## src/rtl/smx_pkg.sv

```systemverilog
package smx_pkg;
  typedef enum logic [2:0] {
    OP_RDSET = 3'b010,
    OP_CLEAR = 3'b110,
    OP_EOI   = 3'b111
  } smx_op_e;

  localparam int CMD_W    = 8;
  localparam int AI_BIT   = 4;
  localparam int ROWF_W   = 4;
  localparam int CF_BIT   = 1;
  localparam int CA_BIT   = 0;
endpackage

```

## src/rtl/smx_scan_seq.sv

```systemverilog
module smx_scan_seq #(
  parameter int ROWS  = 8,
  parameter int DWELL = 4,
  localparam int RW = (ROWS > 1) ? $clog2(ROWS) : 1,
  localparam int DW = (DWELL > 1) ? $clog2(DWELL) : 1
) (
  input  logic            clk,
  input  logic            rst,
  output logic [RW-1:0]   row_idx_o,
  output logic [ROWS-1:0] row_sel_o,
  output logic            sample_o
);
  logic [DW-1:0] cnt_q;
  logic [RW-1:0] row_q;
  logic [ROWS-1:0] sel_q;

  assign sample_o  = (cnt_q == DW'(DWELL - 1));
  assign row_idx_o = row_q;
  assign row_sel_o = sel_q;

  always_ff @(posedge clk) begin
    if (rst) begin
      cnt_q <= '0;
      row_q <= '0;
      sel_q <= ROWS'(1);
    end else if (sample_o) begin
      cnt_q <= '0;
      row_q <= (row_q == RW'(ROWS - 1)) ? '0 : row_q + 1'b1;
      if (ROWS > 1) sel_q <= {sel_q[ROWS-2:0], sel_q[ROWS-1]};
    end else begin
      cnt_q <= cnt_q + 1'b1;
    end
  end

  a_r1_onehot: assert property (@(posedge clk) disable iff (rst)
    $countones(row_sel_o) == 1);
  a_r1_hold: assert property (@(posedge clk) disable iff (rst)
    !sample_o |=> $stable(row_sel_o));
endmodule

```

## src/rtl/smx_image_ram.sv

```systemverilog
module smx_image_ram #(
  parameter int ROWS = 8,
  parameter int COLS = 8,
  localparam int RW = (ROWS > 1) ? $clog2(ROWS) : 1
) (
  input  logic            clk,
  input  logic            rst,
  input  logic            sample_i,
  input  logic [RW-1:0]   scan_row_i,
  input  logic [COLS-1:0] ret_i,
  input  logic            ack_i,
  input  logic [RW-1:0]   rd_addr_i,
  output logic [COLS-1:0] rd_row_o,
  output logic            irq_o
);
  logic [COLS-1:0] img_q [ROWS];
  logic            irq_q;
  logic            differ;
  logic            unlocked;
  logic            wr_en;
  logic [ROWS*COLS-1:0] img_flat;

  assign differ   = (ret_i != img_q[scan_row_i]);
  assign unlocked = !irq_q || ack_i;
  assign wr_en    = sample_i && differ && unlocked;
  assign rd_row_o = img_q[rd_addr_i];
  assign irq_o    = irq_q;

  always_ff @(posedge clk) begin
    if (rst) begin
      for (int i = 0; i < ROWS; i++) img_q[i] <= '0;
    end else if (wr_en) begin
      img_q[scan_row_i] <= ret_i;
    end
  end

  always_ff @(posedge clk) begin
    if (rst)        irq_q <= 1'b0;
    else if (wr_en) irq_q <= 1'b1;
    else if (ack_i) irq_q <= 1'b0;
  end

  always_comb begin
    for (int i = 0; i < ROWS; i++) img_flat[i*COLS +: COLS] = img_q[i];
  end

  a_r5_frozen: assert property (@(posedge clk) disable iff (rst)
    irq_q && !ack_i |=> $stable(img_flat));
  a_r4_equal_no_write: assert property (@(posedge clk) disable iff (rst)
    sample_i && !differ |=> $stable(img_flat));
  a_r6_ack_drops: assert property (@(posedge clk) disable iff (rst)
    ack_i && !(sample_i && differ) |=> !irq_q);
  a_r10_change_wins: assert property (@(posedge clk) disable iff (rst)
    sample_i && differ && ack_i |=> irq_q);
endmodule

```

## src/rtl/smx_host_port.sv

```systemverilog
module smx_host_port
  import smx_pkg::*;
#(
  parameter int ROWS = 8,
  parameter int COLS = 8,
  localparam int RW = (ROWS > 1) ? $clog2(ROWS) : 1
) (
  input  logic             clk,
  input  logic             rst,
  input  logic             cmd_we_i,
  input  logic [CMD_W-1:0] cmd_data_i,
  input  logic             rd_i,
  input  logic [COLS-1:0]  rd_row_i,
  output logic [RW-1:0]    ptr_o,
  output logic [COLS-1:0]  rd_data_o,
  output logic             ack_o
);
  logic [RW-1:0]     ptr_q;
  logic              ai_q;
  logic [COLS-1:0]   rd_q;
  logic [2:0]        op;
  logic [ROWF_W-1:0] row_field;
  logic              set_hit;
  logic              clear_hit;

  assign op        = cmd_data_i[CMD_W-1 -: 3];
  assign row_field = cmd_data_i[ROWF_W-1:0];
  assign set_hit   = cmd_we_i && (op == OP_RDSET) && (row_field < ROWF_W'(ROWS));
  assign clear_hit = cmd_we_i && (op == OP_CLEAR) &&
                     (cmd_data_i[CF_BIT] || cmd_data_i[CA_BIT]);
  assign ack_o     = clear_hit || (cmd_we_i && (op == OP_EOI));
  assign ptr_o     = ptr_q;
  assign rd_data_o = rd_q;

  always_ff @(posedge clk) begin
    if (rst) begin
      ptr_q <= '0;
      ai_q  <= 1'b0;
    end else if (set_hit) begin
      ptr_q <= row_field[RW-1:0];
      ai_q  <= cmd_data_i[AI_BIT];
    end else if (clear_hit) begin
      ptr_q <= '0;
    end else if (rd_i && ai_q) begin
      ptr_q <= (ptr_q == RW'(ROWS - 1)) ? '0 : ptr_q + 1'b1;
    end
  end

  always_ff @(posedge clk) begin
    if (rst)       rd_q <= '0;
    else if (rd_i) rd_q <= rd_row_i;
  end

  a_r8_wrap: assert property (@(posedge clk) disable iff (rst)
    rd_i && !cmd_we_i && ai_q && ptr_q == RW'(ROWS - 1) |=> ptr_q == '0);
  a_r8_hold: assert property (@(posedge clk) disable iff (rst)
    rd_i && !cmd_we_i && !ai_q |=> $stable(ptr_q));
  a_r9_rewind: assert property (@(posedge clk) disable iff (rst)
    clear_hit |=> ptr_q == '0);
  a_r11_idle: assert property (@(posedge clk) disable iff (rst)
    !set_hit && !clear_hit && !rd_i |=> $stable(ptr_q));
endmodule

```

## src/rtl/sensor_matrix_ctl.sv

```systemverilog
module sensor_matrix_ctl
  import smx_pkg::*;
#(
  parameter int ROWS  = 8,
  parameter int COLS  = 8,
  parameter int DWELL = 4
) (
  input  logic             clk,
  input  logic             rst,
  input  logic [COLS-1:0]  ret_i,
  output logic [ROWS-1:0]  row_sel_o,
  input  logic             cmd_we_i,
  input  logic [CMD_W-1:0] cmd_data_i,
  input  logic             rd_i,
  output logic [COLS-1:0]  rd_data_o,
  output logic             irq_o
);
  localparam int RW = (ROWS > 1) ? $clog2(ROWS) : 1;

  logic [RW-1:0]   scan_row;
  logic            sample;
  logic [RW-1:0]   ptr;
  logic [COLS-1:0] rd_row;
  logic            ack;

  initial begin
    a_cfg_rows: assert (ROWS <= (1 << ROWF_W));
  end

  smx_scan_seq #(.ROWS(ROWS), .DWELL(DWELL)) u_scan (
    .clk       (clk),
    .rst       (rst),
    .row_idx_o (scan_row),
    .row_sel_o (row_sel_o),
    .sample_o  (sample)
  );

  smx_image_ram #(.ROWS(ROWS), .COLS(COLS)) u_img (
    .clk        (clk),
    .rst        (rst),
    .sample_i   (sample),
    .scan_row_i (scan_row),
    .ret_i      (ret_i),
    .ack_i      (ack),
    .rd_addr_i  (ptr),
    .rd_row_o   (rd_row),
    .irq_o      (irq_o)
  );

  smx_host_port #(.ROWS(ROWS), .COLS(COLS)) u_host (
    .clk        (clk),
    .rst        (rst),
    .cmd_we_i   (cmd_we_i),
    .cmd_data_i (cmd_data_i),
    .rd_i       (rd_i),
    .rd_row_i   (rd_row),
    .ptr_o      (ptr),
    .rd_data_o  (rd_data_o),
    .ack_o      (ack)
  );
endmodule

```

## config.mk

```make
export PLATFORM = sky130hd
export DESIGN_NAME = sensor_matrix_ctl
export DESIGN_NICKNAME = d
export VERILOG_FILES = /design/src/rtl/smx_pkg.sv /design/src/rtl/smx_scan_seq.sv /design/src/rtl/smx_image_ram.sv /design/src/rtl/smx_host_port.sv /design/src/rtl/sensor_matrix_ctl.sv
export SDC_FILE = /design/constraint.sdc
export NUM_CORES = 1
export LEC_CHECK = 0
export BUFFER_PORTS_ARGS = -buffer_cell sky130_fd_sc_hd__buf_2
export CAP_MARGIN = 20
export CORE_MARGIN = 1
export CORE_UTILIZATION = 50
export CTS_BUF_LIST = sky130_fd_sc_hd__clkbuf_16
export DETAILED_ROUTE_END_ITERATION = 8
export PLACE_DENSITY = 0.74
export SYNTH_ARGS = -nofsm -noshare
export SYNTH_HDL_FRONTEND = slang
export SYNTH_SLANG_ARGS = --single-unit
```

## constraint.sdc

```tcl
create_clock -name clk -period 7.75 [get_ports clk]
set_input_delay 1.1625 -clock clk [delete_from_list [all_inputs] [get_ports clk]]
set_output_delay 1.1625 -clock clk [all_outputs]
set_load 0.005 [all_outputs]
```

# [After elaboration in Yosys (flattened, before gate mapping)]
# Memories as Yosys holds them, arrays and structs flattened. A register that Yosys moved wholly into a read port is not among the register bits.
# Cells that the tools add are included.
[word_totals] output_inout_bits=17 register_bits=18 n_memories=1 ramBits=64 input_bits=20 word_cells=51
[op_classes] reduce_logical=16 n_addsub=3 n_mux=17 n_lt_le_gt_ge=1 n_eq_ne=7
[mem_list] memory="u_img.img_q" words=8 width=8 rd=2 rd_ports_with_merged_regs=2 write_ports=8 line_no="smx_image_ram.sv:16" source="logic [COLS-1:0] img_q [ROWS];"
[ops] op="3-bit two-way mux" n=8
[ops] op="3-bit == test (second input constant)" n=4
[ops] op="1-bit logical AND" n=8
[ops] op="1-bit two-way mux" n=8
[ops] op="8-bit two-way mux" n=1
[ops] op="8-bit inequality test" n=1
[ops] op="8-bit OR reduction" n=1
[ops] op="3-bit by 1-bit adder with 3-bit output (second input constant)" n=2
[ops] op="4-bit less-than comparator (second input constant)" n=1
[ops] op="3-bit by 2-bit == test with 1-bit output (second input constant)" n=1
[ops] op="1-bit logical OR" n=3
[ops] op="3-bit nonzero test" n=1
[ops] op="2-bit by 1-bit adder with 2-bit output (second input constant)" n=1
[ops] op="2-bit == test (second input constant)" n=1
[ops] op="2-bit nonzero test" n=1
[ops] op="2-bit OR reduction" n=1
[ops] op="1-bit logical NOT" n=1

# [Depth between registers and ports, before layout]
[depth] word_depth=11 mapped_depth=9 ltp_nobuf=7

# [Modules after synthesis]
# A second synthesis with hierarchy kept.
[hier_totals] hier_cells=412 hier_area_um2=4860.9
[by_module_without_submodules] mod="smx_image_ram" cells_per_inst=308 seq_area_each_um2=1941.9 area_each_um2=3779.9 n_inst=1
[by_module_without_submodules] mod="smx_host_port" cells_per_inst=59 seq_area_each_um2=240.2 area_each_um2=588.1 n_inst=1
[by_module_without_submodules] mod="smx_scan_seq" cells_per_inst=45 seq_area_each_um2=260.2 area_each_um2=493.0 n_inst=1

# [Worst setup path before layout]
# OpenSTA, ideal clock, no wires.
[synth_timing] kind="in2reg" from="in cmd_we_i" to="mem u_img.img_q[3][0] (enable)" required_time_ns=7.363 path_slack_ns=4.679 setup_ns=0.387 arrival_ns=2.684 path_stages=6 path_cell_list="nand3_1 o21a_1 clkbuf_1 clkbuf_1 clkbuf_1 o31ai_1"
[synth_lines] item="from (decl)" line_no="sensor_matrix_ctl.sv:12" source="input logic cmd_we_i,"
[synth_lines] item="to (decl)" line_no="smx_image_ram.sv:16"

==> results.json <==
{
  "die_y_microns": 100.6,
  "crit_path_top_delay_cell": "dfxtp_1",
  "cts_buffers": 9,
  "fin_nets": 444,
  "syn_area_per_cell_sq_um": 12.12,
  "design_power_total_mw": 1.124,
  "setup_ws_ns": 3.768,
  "worstPathMaxFanout": 56,
  "dp_slack_ns": 3.318,
  "synth.distinct_cells": 33,
  "whs_path_depth": 1,
  "drt_wl_total_microns": 11990,
  "cp-end-kind": "flip-flop",
  "routed_via_density": 6.635,
  "hold_buffers": 0,
  "final_cell_mix": "edfxtp_1, nor4_1, buf_2",
  "via_count": 3669,
  "drt_iter0_drc": 457,
  "antenna_found_initial": 0,
  "criticalPathCategory": "flip-flop to flip-flop",
  "grt_pass1_vias": 3351,
  "critPathMaxStageDelay_ns": 0.80,
  "final_common_cell": "edfxtp_1",
  "synth_fp_nets": 426,
  "grt_pass1_wl_microns": 18420,
  "max_freq_mhz": 251.1,
  "fin_crit_sh_pct": 51.38,
  "p_leak_nw": 1.806,
  "hold_slack_ns": 0.4283,
  "slew_headroom_pct": 38.63,
  "place_area_sq_mm": 0.005097,
  "ir_drop_v": 0.00009062,
  "fin_setup_tns_ns": 0,
  "diodes": 0,
  "postCtsSetupBuffers": 0,
  "hpwl_microns": 8470,
  "coreArea_sq_mm": 0.009328,
  "die_area_sq_mm": 0.01012,
  "track_usage_pct": 25.03,
  "routedWlPerCell_microns": 21.68,
  "design_area_sq_mm": 0.005461,
  "clk_pin_slew_ns": 0.07,
  "synth_top_cell_by_area": "edfxtp_1",
  "cts_sinks": 93,
  "reg2reg_depth": 8,
  "tightestPinTransition_ns": 0.9205,
  "port_buffers": 36,
  "root_buffer": "clkbuf_16",
  "boundaryPins": 37,
  "min_period_ns": 3.982,
  "syn-cell-area_sq_mm": 0.004861,
  "ys_ff_latch": 93,
  "remaining_drc_errors": 0,
  "grt_max_degree": 70,
  "yosys-top-cells-area": "edfxtp_1, dfxtp_1, mux4_2",
  "ys.warnings.count": 0,
  "fin_worst_skew_ns": 0.008038,
  "fill_cells": 726,
  "rrSetupSlack_ns": 3.77,
  "gp_congestion": 0.9069,
  "rsz0062_at_grt": "no",
  "crit_buf_inv": 2,
  "htreeDepth": 3,
  "die_w_microns": 100.6,
  "cp-start-kind": "flip-flop",
  "required_ns": 7.85,
  "area.growth.synth_to_final_pct": 12.36,
  "drive_gt1_share_pct": 22.41,
  "antenna_left": 0,
  "num_rows": 35,
  "outcome": "finished clean",
  "finalHoldViolations": 0,
  "finalSetupViolations": 0,
  "synth_top_area_share_pct": 39.54,
  "synthCells": 401,
  "arrival_ns": 4.08,
  "start_util_pct": 52.11,
  "cts_resized": 0,
  "path_cells": "mux4_2, mux2i_1, xor2_1, nand4_1, nor4_4, buf_4, o21ai_0, buf_2",
  "power.density_mw_per_mm2": 205.9,
  "cts_tree": "built",
  "drtPass1Iterations": 7,
  "clockBufferDepth": 2,
  "ys_seq_area_share_pct": 51.48,
  "grt-ovfl-total": 0,
  "slew_violations": 0,
  "hp-class": "flip-flop to flip-flop",
  "clk_latency_ns": 0.34,
  "drv_cap": 0,
  "crit_cells": 8,
  "path_delay_family": "buffers and inverters"
}
synth_stat cells:
library cell  count
o21ai_0          11
nor2_1           29
nand3b_1          2
o22ai_1           4
nand4_1           8
nor2b_1          11
or3_1             2
dfxtp_1          29
edfxtp_1         64
o31ai_1           5
buf_1             4
mux4_2           24
a22o_1            2
a221oi_1          1
xnor2_1           1
nor3b_1           1
nor4_1           41
nor4b_1          20
inv_1             1
o21a_1            2
a211oi_1          8
buf_2            12
nand2b_1          2
nor3_1            8
nor4_4            1
nand3_1           7
mux2_2            6
clkbuf_1         25
xor2_1            5
a21oi_1           2
mux2i_1          34
ha_1              5
nand2_1          24
layer usage:
layer  global-route usage (%)  vias up  share of wire, %  wire length, microns
li1                         -     1618                 -                     -
met1                    32.24     1769                38                  4600
met2                    40.52      242                48                  5740
met3                    4.369       40               9.2                  1108
met4                    13.49        0               4.5                   538
met5                        0        -                 0                     0
through the flow:
stage | utilization, % | std cells
global route | 58.55 | 553
CTS | 57.99 | 547
global placement | 54.14 | 527
floorplan | - | 401
finish | 58.55 | 553
detailed placement | 54.65 | 531
layout make-up:
type	instances	area, sq um	share of cell area (%)
inverters	1	3.754	0.06873
multi-input cells	266	2187	40.05
clock inverters	5	36.28	0.6644
flip-flops and latches	93	2502	45.82
repair buffers	48	295.3	5.407
clock buffers	11	275.3	5.040
well taps	129	161.4	2.955
worst paths after layout:
path / from / end
max: flip-flop / u_img.img_q[6][1]
min: u_scan.cnt_q[0] / u_scan.cnt_q[0]
max reg2reg: flip-flop / u_img.img_q[6][1]
min reg2reg: u_scan.cnt_q[0] / u_scan.cnt_q[0]
logic make-up after synthesis:
logic type	Yosys count	share of synthesized area (%)
AND/OR/NAND/NOR	156	18.38
AO/OA/AOI/OAI	35	4.710
adder cells (fa/ha/maj)	5	1.287
XOR/XNOR	6	1.081
multiplexers	64	19.51
buffers and inverters	42	3.552
flip-flops	93	51.48
report_power, final:
group	internal (mW)	switching, mW	total, mW	leakage, nW
registers	0.550	0.0177	0.568	0.898
clock network	0.259	0.191	0.450	0.160
logic	0.0479	0.0588	0.107	0.748
state kept, by name, indices dropped and copies added (netlist names), named ones only:
name              flops
u_host.ptr_o          3
u_img.irq_o           1
u_host.ai_q           1
u_scan.row_idx_o      3
u_host.rd_data_o      8
u_img.img_q          64
u_scan.row_sel_o      8
u_scan.cnt_q          2
(Power assumes the default switching activity.)
